[config.mk]
export PLATFORM = sky130hd
export DESIGN_NAME = ptl_tlb
export DESIGN_NICKNAME = d
export VERILOG_FILES = /design/src/rtl/ptl_pkg.sv /design/src/rtl/ptl_split.sv /design/src/rtl/ptl_rights.sv /design/src/rtl/ptl_array.sv /design/src/rtl/ptl_tlb.sv
export SDC_FILE = /design/constraint.sdc
export NUM_CORES = 2
export LEC_CHECK = 0
export ABC_AREA = 1
export ABC_CLOCK_PERIOD_IN_PS = 23100
export BUFFER_PORTS_ARGS = -buffer_cell sky130_fd_sc_hd__buf_4
export CORE_ASPECT_RATIO = 0.6
export CORE_UTILIZATION = 30
export DETAILED_ROUTE_END_ITERATION = 6
export GPL_TIMING_DRIVEN = 0
export SYNTH_ARGS = -nofsm -noshare
export SYNTH_HDL_FRONTEND = slang
export SYNTH_SLANG_ARGS = --single-unit
[constraint.sdc]
create_clock -name clk -period 23.1 [get_ports clk]
set_input_delay 5.775 -clock clk [delete_from_list [all_inputs] [get_ports clk]]
set_output_delay 5.775 -clock clk [all_outputs]
set_load 0.05 [all_outputs]
[src/rtl/ptl_pkg.sv]
package ptl_pkg;
  typedef enum logic [1:0] {
    ACC_FETCH = 2'd0,
    ACC_LOAD  = 2'd1,
    ACC_STORE = 2'd2
  } acc_e;

  typedef enum logic [1:0] {
    RES_HIT   = 2'd0,
    RES_MISS  = 2'd1,
    RES_FAULT = 2'd2
  } res_e;

  localparam int FLG_W   = 7;
  localparam int F_WR    = 0;
  localparam int F_USR   = 1;
  localparam int F_NX    = 2;
  localparam int F_CD    = 3;
  localparam int F_WT    = 4;
  localparam int F_DIRTY = 5;
  localparam int F_ACC   = 6;
endpackage

[src/rtl/ptl_split.sv]
module ptl_split #(
  parameter int VPN_W   = 20,
  parameter int ENTRIES = 40,
  parameter int IDX_W   = 6,
  parameter int TAG_W   = 15
) (
  input  logic [VPN_W-1:0] vpn,
  output logic [IDX_W-1:0] idx,
  output logic [TAG_W-1:0] tag
);
  localparam bit POW2 = (ENTRIES & (ENTRIES - 1)) == 0;

  generate
    if (POW2 && ENTRIES > 1) begin : g_slice
      localparam int SH = $clog2(ENTRIES);
      logic [VPN_W-1:0] hi;
      assign idx = IDX_W'(vpn[SH-1:0]);
      assign hi  = vpn >> SH;
      assign tag = TAG_W'(hi);
    end else begin : g_divide
      logic [VPN_W-1:0] rem;
      logic [VPN_W-1:0] quo;
      assign rem = vpn % VPN_W'(ENTRIES);
      assign quo = vpn / VPN_W'(ENTRIES);
      assign idx = IDX_W'(rem);
      assign tag = TAG_W'(quo);
    end
  endgenerate
endmodule

[src/rtl/ptl_rights.sv]
module ptl_rights
  import ptl_pkg::*;
(
  input  logic [1:0]       kind,
  input  logic             user,
  input  logic [FLG_W-1:0] flags,
  output logic             fault
);
  logic no_write, no_user, no_exec;

  always_comb begin
    no_write = (kind == ACC_STORE) && !flags[F_WR];
    no_user  = user && !flags[F_USR];
    no_exec  = (kind == ACC_FETCH) && flags[F_NX];
    fault    = no_write || no_user || no_exec;
  end
endmodule

[src/rtl/ptl_array.sv]
module ptl_array #(
  parameter int ENTRIES = 40,
  parameter int IDX_W   = 6,
  parameter int TAG_W   = 15,
  parameter int PFN_W   = 20,
  parameter int FW      = 7
) (
  input  logic             clk,
  input  logic             rst,
  input  logic             inv,
  input  logic             wr_en,
  input  logic             wr_set_valid,
  input  logic [IDX_W-1:0] wr_idx,
  input  logic [TAG_W-1:0] wr_tag,
  input  logic [PFN_W-1:0] wr_pfn,
  input  logic [FW-1:0]    wr_flags,
  input  logic [IDX_W-1:0] rd_idx,
  output logic             rd_valid,
  output logic [TAG_W-1:0] rd_tag,
  output logic [PFN_W-1:0] rd_pfn,
  output logic [FW-1:0]    rd_flags
);
  logic [TAG_W-1:0] tag_m [ENTRIES];
  logic [PFN_W-1:0] pfn_m [ENTRIES];
  logic [FW-1:0]    flg_m [ENTRIES];
  logic [ENTRIES-1:0] valid_q;

  always_ff @(posedge clk) begin
    if (wr_en) begin
      tag_m[wr_idx] <= wr_tag;
      pfn_m[wr_idx] <= wr_pfn;
      flg_m[wr_idx] <= wr_flags;
    end
  end

  always_ff @(posedge clk) begin
    if (rst || inv) begin
      valid_q <= '0;
    end else if (wr_en && wr_set_valid) begin
      valid_q[wr_idx] <= 1'b1;
    end
  end

  assign rd_valid = valid_q[rd_idx];
  assign rd_tag   = tag_m[rd_idx];
  assign rd_pfn   = pfn_m[rd_idx];
  assign rd_flags = flg_m[rd_idx];
endmodule

[src/rtl/ptl_tlb.sv]
module ptl_tlb
  import ptl_pkg::*;
#(
  parameter int VPN_W   = 20,
  parameter int PFN_W   = 20,
  parameter int OFF_W   = 12,
  parameter int ENTRIES = 40
) (
  input  logic                   clk,
  input  logic                   rst,
  input  logic                   req_valid,
  input  logic [VPN_W+OFF_W-1:0] req_vaddr,
  input  logic [1:0]             req_kind,
  input  logic                   req_user,
  input  logic                   fill_en,
  input  logic [VPN_W-1:0]       fill_vpn,
  input  logic [PFN_W-1:0]       fill_pfn,
  input  logic [6:0]             fill_flags,
  input  logic                   inv_all,
  output logic                   rsp_valid,
  output logic [1:0]             rsp_status,
  output logic [PFN_W+OFF_W-1:0] rsp_paddr,
  output logic                   rsp_nocache,
  output logic                   rsp_wthru,
  output logic                   rsp_dirty,
  output logic                   rsp_accessed
);
  localparam int VA_W  = VPN_W + OFF_W;
  localparam int IDX_W = (ENTRIES > 1) ? $clog2(ENTRIES) : 1;
  localparam int TAG_W = VPN_W - $clog2(ENTRIES) + 1;

  logic [VPN_W-1:0] lk_vpn;
  logic [IDX_W-1:0] lk_idx, f_idx;
  logic [TAG_W-1:0] lk_tag, f_tag;
  logic             rd_valid;
  logic [TAG_W-1:0] rd_tag;
  logic [PFN_W-1:0] rd_pfn;
  logic [FLG_W-1:0] rd_flags;
  logic             rights_fault;
  logic             tag_ok, hit;
  res_e             res;
  logic [FLG_W-1:0] upd_flags;
  logic             wr_en;
  logic [IDX_W-1:0] wr_idx;
  logic [TAG_W-1:0] wr_tag;
  logic [PFN_W-1:0] wr_pfn;
  logic [FLG_W-1:0] wr_flags;

  assign lk_vpn = req_vaddr[VA_W-1:OFF_W];

  ptl_split #(.VPN_W(VPN_W), .ENTRIES(ENTRIES), .IDX_W(IDX_W), .TAG_W(TAG_W)) u_split_lk (
    .vpn(lk_vpn), .idx(lk_idx), .tag(lk_tag)
  );

  ptl_split #(.VPN_W(VPN_W), .ENTRIES(ENTRIES), .IDX_W(IDX_W), .TAG_W(TAG_W)) u_split_fill (
    .vpn(fill_vpn), .idx(f_idx), .tag(f_tag)
  );

  ptl_array #(.ENTRIES(ENTRIES), .IDX_W(IDX_W), .TAG_W(TAG_W), .PFN_W(PFN_W), .FW(FLG_W)) u_array (
    .clk(clk), .rst(rst), .inv(inv_all),
    .wr_en(wr_en), .wr_set_valid(fill_en), .wr_idx(wr_idx),
    .wr_tag(wr_tag), .wr_pfn(wr_pfn), .wr_flags(wr_flags),
    .rd_idx(lk_idx), .rd_valid(rd_valid), .rd_tag(rd_tag),
    .rd_pfn(rd_pfn), .rd_flags(rd_flags)
  );

  ptl_rights u_rights (
    .kind(req_kind), .user(req_user), .flags(rd_flags), .fault(rights_fault)
  );

  // Miss is decided before rights: a stale entry never yields a fault.
  always_comb begin
    tag_ok = rd_valid && (rd_tag == lk_tag);
    if (!tag_ok)          res = RES_MISS;
    else if (rights_fault) res = RES_FAULT;
    else                   res = RES_HIT;
    hit = req_valid && (res == RES_HIT);
    upd_flags = rd_flags;
    upd_flags[F_ACC] = 1'b1;
    if (req_kind == ACC_STORE) upd_flags[F_DIRTY] = 1'b1;
  end

  // Single write port: a fill takes it, otherwise a hit writes back flags.
  always_comb begin
    wr_en    = fill_en || hit;
    wr_idx   = fill_en ? f_idx      : lk_idx;
    wr_tag   = fill_en ? f_tag      : rd_tag;
    wr_pfn   = fill_en ? fill_pfn   : rd_pfn;
    wr_flags = fill_en ? fill_flags : upd_flags;
  end

  always_ff @(posedge clk) begin
    if (rst) begin
      rsp_valid    <= 1'b0;
      rsp_status   <= RES_MISS;
      rsp_paddr    <= '0;
      rsp_nocache  <= 1'b0;
      rsp_wthru    <= 1'b0;
      rsp_dirty    <= 1'b0;
      rsp_accessed <= 1'b0;
    end else begin
      rsp_valid <= req_valid;
      if (req_valid) begin
        rsp_status   <= res;
        rsp_paddr    <= hit ? {rd_pfn, req_vaddr[OFF_W-1:0]} : '0;
        rsp_nocache  <= hit && rd_flags[F_CD];
        rsp_wthru    <= hit && rd_flags[F_WT];
        rsp_dirty    <= hit && upd_flags[F_DIRTY];
        rsp_accessed <= hit;
      end
    end
  end

  p_rsp_follows_req_r2: assert property (@(posedge clk) disable iff (rst)
    rsp_valid |-> $past(req_valid));

  p_hit_offset_r3: assert property (@(posedge clk) disable iff (rst)
    (rsp_valid && rsp_status == RES_HIT) |->
      rsp_paddr[OFF_W-1:0] == $past(req_vaddr[OFF_W-1:0]));

  p_nonhit_quiet_r4: assert property (@(posedge clk) disable iff (rst)
    (rsp_valid && rsp_status != RES_HIT) |->
      (rsp_paddr == '0 && !rsp_nocache && !rsp_wthru && !rsp_dirty && !rsp_accessed));

  p_hit_accessed_r9: assert property (@(posedge clk) disable iff (rst)
    (rsp_valid && rsp_status == RES_HIT) |-> rsp_accessed);

  p_store_dirty_r9: assert property (@(posedge clk) disable iff (rst)
    (rsp_valid && rsp_status == RES_HIT && $past(req_kind) == ACC_STORE) |-> rsp_dirty);

  p_inv_empties_r11: assert property (@(posedge clk) disable iff (rst)
    (req_valid && $past(inv_all)) |=> (rsp_status == RES_MISS));
endmodule

==> results.sh <==
export IMPL_htree_levels=4
export IMPL_final_core_util=0.3560
export IMPL_pin_count=126
export IMPL_mostFrequentLayoutCells="edfxtp_1 (1640), o21ai_0 (883), nand2_1 (853)"
export IMPL_port_buffers=123
export IMPL_vias_per_cell=5.633
export IMPL_synth_seq_area_share=0.7085
export IMPL_clock_sinks=1719
export IMPL_r2r_slack_ns=17.41
export IMPL_core_area_um2=236700
export IMPL_worstPathArrival_ns=16.43
export IMPL_setup_tns_ns=0
export IMPL_path_clk_slew_ns=0.07
export IMPL_setup_violations=0
export IMPL_endpoint_kind="flip-flop"
export IMPL_fmax_ghz=0.06279
export IMPL_ys_ff_latch=1719
export IMPL_drive_above_1_share=0.1140
export IMPL_slowest_stage="nor2_4"
export IMPL_clk_latency_ns=0.84
export IMPL_die_area_um2=241200
export IMPL_syn_area_um2=71740
export IMPL_cts_resized=0
export IMPL_wl_per_cell_um=27.58
export IMPL_rows=138
export IMPL_worstSetupEndpoint="u_array.pfn_m[27][13]$_DFFE_PP_"
export IMPL_dp_cells=9363
export IMPL_startpoint_type="primary input"
export IMPL_start_util=0.3031
export IMPL_min_period_ns=15.93
export IMPL_postCtsHoldBufs=0
export IMPL_hpwl_mm=188.0
export IMPL_gp_congestion=0.9898
export IMPL_worst_r2r_endpoint="u_array.pfn_m[27][13]$_DFFE_PP_"
export IMPL_holdCritPathClass="flip-flop to flip-flop"
export IMPL_final_common_cell="edfxtp_1"
export IMPL_syn_to_final_growth_pct=17.46
export IMPL_grt_pass1_vias=49050
export IMPL_critPathKind="primary input to flip-flop"
export IMPL_crit_required_ns=23.60
export IMPL_syn_inst=5999
export IMPL_synthesis_nets=6086
export IMPL_slew_viol_final=11
export IMPL_drt_total_wl_mm=266.9
export IMPL_antenna_found_initial=23
export IMPL_dr_first_iter_drc_count=9984
export IMPL_grt_use_total=0.2142
export IMPL_rr_worst_depth=17
export IMPL_yosysWarnings=0
export IMPL_outcome="finished, violations left"
export IMPL_grt_max_degree=41
export IMPL_reg2reg_from="u_array.tag_m[17][2]$_DFFE_PP_"
export IMPL_startpoint="req_vaddr[29]"
export IMPL_grt_ovfl_total=0
export IMPL_slew_headroom=-0.03910
export IMPL_synthFlopType="edfxtp_1"
export IMPL_max_stage_delay_ns=0.79
export IMPL_drtAntennaViolNets=0
export IMPL_synth_distinct_cells=57
export IMPL_cp_max_fo=23
export IMPL_drv_cap=1
export IMPL_min_period_over_period=0.6894
export IMPL_clockRootBuffer="clkbuf_16"
export IMPL_grt_pass1_wl_mm=370.6
export IMPL_cts_made_buffers=168
export IMPL_hold_viol=0
export IMPL_final_cell_count_no_fill=9677
export IMPL_fin_skew_ns=0.04179
export IMPL_worst_pin_slew_ns=1.559
export IMPL_vias=54510
export IMPL_dr_pass1_iters=6
export IMPL_synth_edf_count=1640
export IMPL_rsz0062_at_grt="false"
export IMPL_post_cts_setup_buffer_count=0
export IMPL_die_h_um=380.8
export IMPL_violations="max-capacitance violations, max-slew violations"
export IMPL_cts_tree="built"
export IMPL_chipWidth_um=633.3
export IMPL_synthArstFlopShare=0
export IMPL_clockBufferDepth=3
export IMPL_fin_nets=6470
export IMPL_drc=0
export IMPL_crit_top_cell="nand2_2"
export IMPL_syn_avg_cell_area_um2=11.96
[sequential cells by signal (all words and copies together), names as in the netlist]
name	count
rsp_dirty	1
rsp_wthru	1
rsp_valid	1
u_array.valid_q	40
rsp_status	2
u_array.tag_m	600
u_array.flg_m	240
u_array.pfn_m	800
rsp_nocache	1
rsp_paddr	32
rsp_accessed	1
[logic make-up (layout without fill, tap and decap cells)]
family                 after synthesis  after routing  share of synthesized area
AND/OR/NAND/NOR                   2137           2137                     0.1289
flip-flops                        1719           1719                     0.7085
AO/OA/AOI/OAI                     1549           1549                     0.1257
buffers and inverters              583           1100                    0.03535
XOR/XNOR                            10             10                   0.001326
multiplexers                         1              1                  0.0001395
other                                0             11                          0
[layer usage]
metal  GRT usage  vias to the layer above  share of wire
met5           0                        -        0.00012
met2      0.2740                     4239           0.38
met3     0.09067                      395           0.18
met1      0.3259                    27130           0.42
met4     0.05038                        4          0.023
li1            -                    22740              -
[through the flow]
step	setup WS (ns)	area (um^2)	hold WS (ns)
2_1_floorplan	9.840	71740	0.4300
3_3_place_gp	5.332	76600	0.4377
3_5_place_dp	6.699	78920	0.4431
4_1_cts	7.546	84230	0.4528
5_1_grt	6.672	84240	0.4642
6_report	7.175	84270	0.4548
[final cells by class]
cell class                 count  area, um^2
multi-input combinational   3697       18690
antenna                       11       27.53
timing repair buffer         214        2933
tap                         3150        3941
inverter                     176       665.6
clock inverter                90       767.0
fill                       22780      152500
clock buffer                 213        4539
buffer                       407        1873
sequential                  1719       50830
[cell usage after synthesis, types with 20 or more instances]
master / n / area (um^2)
a21oi_1: 171 / 855.8
a31oi_1: 37 / 231.5
a32o_1: 64 / 640.6
buf_1: 23 / 86.33
clkbuf_1: 323 / 1212
dfxtp_1: 79 / 1582
edfxtp_1: 1640 / 49250
inv_1: 142 / 533.0
inv_2: 28 / 105.1
nand2_1: 876 / 3288
nand2_2: 73 / 456.7
nand3_1: 259 / 1296
nand4_1: 57 / 356.6
nor2_1: 759 / 2849
nor2_2: 20 / 125.1
nor2_4: 38 / 427.9
o21ai_0: 890 / 4454
o221ai_1: 133 / 1165
o22ai_1: 213 / 1333
[worst max-delay path: cells and delay by family]
kind | cells | cell delay (ns)
and+or+nand+nor | 67 | 8.94
buffers and inverters | 14 | 1.63
[worst min-delay path by stage]
stage | slack (ns) | startpoint | cells past startpoint | endpoint
5_1_grt | 0.46 | u_array.valid_q[4]$_SDFFE_PP0P_ | 2 | u_array.valid_q[4]$_SDFFE_PP0P_
6_report | 0.45 | u_array.valid_q[9]$_SDFFE_PP0P_ | 2 | u_array.valid_q[9]$_SDFFE_PP0P_
3_3_place_gp | 0.44 | u_array.valid_q[13]$_SDFFE_PP0P_ | 2 | u_array.valid_q[13]$_SDFFE_PP0P_
4_1_cts | 0.45 | u_array.valid_q[9]$_SDFFE_PP0P_ | 2 | u_array.valid_q[9]$_SDFFE_PP0P_
3_5_place_dp | 0.44 | u_array.valid_q[9]$_SDFFE_PP0P_ | 2 | u_array.valid_q[9]$_SDFFE_PP0P_
2_1_floorplan | 0.43 | u_array.valid_q[0]$_SDFFE_PP0P_ | 2 | u_array.valid_q[0]$_SDFFE_PP0P_
Power is left out: the tool's default activity adds up to more than one toggle a clock period on the data nets, which glitch-free logic cannot reach.
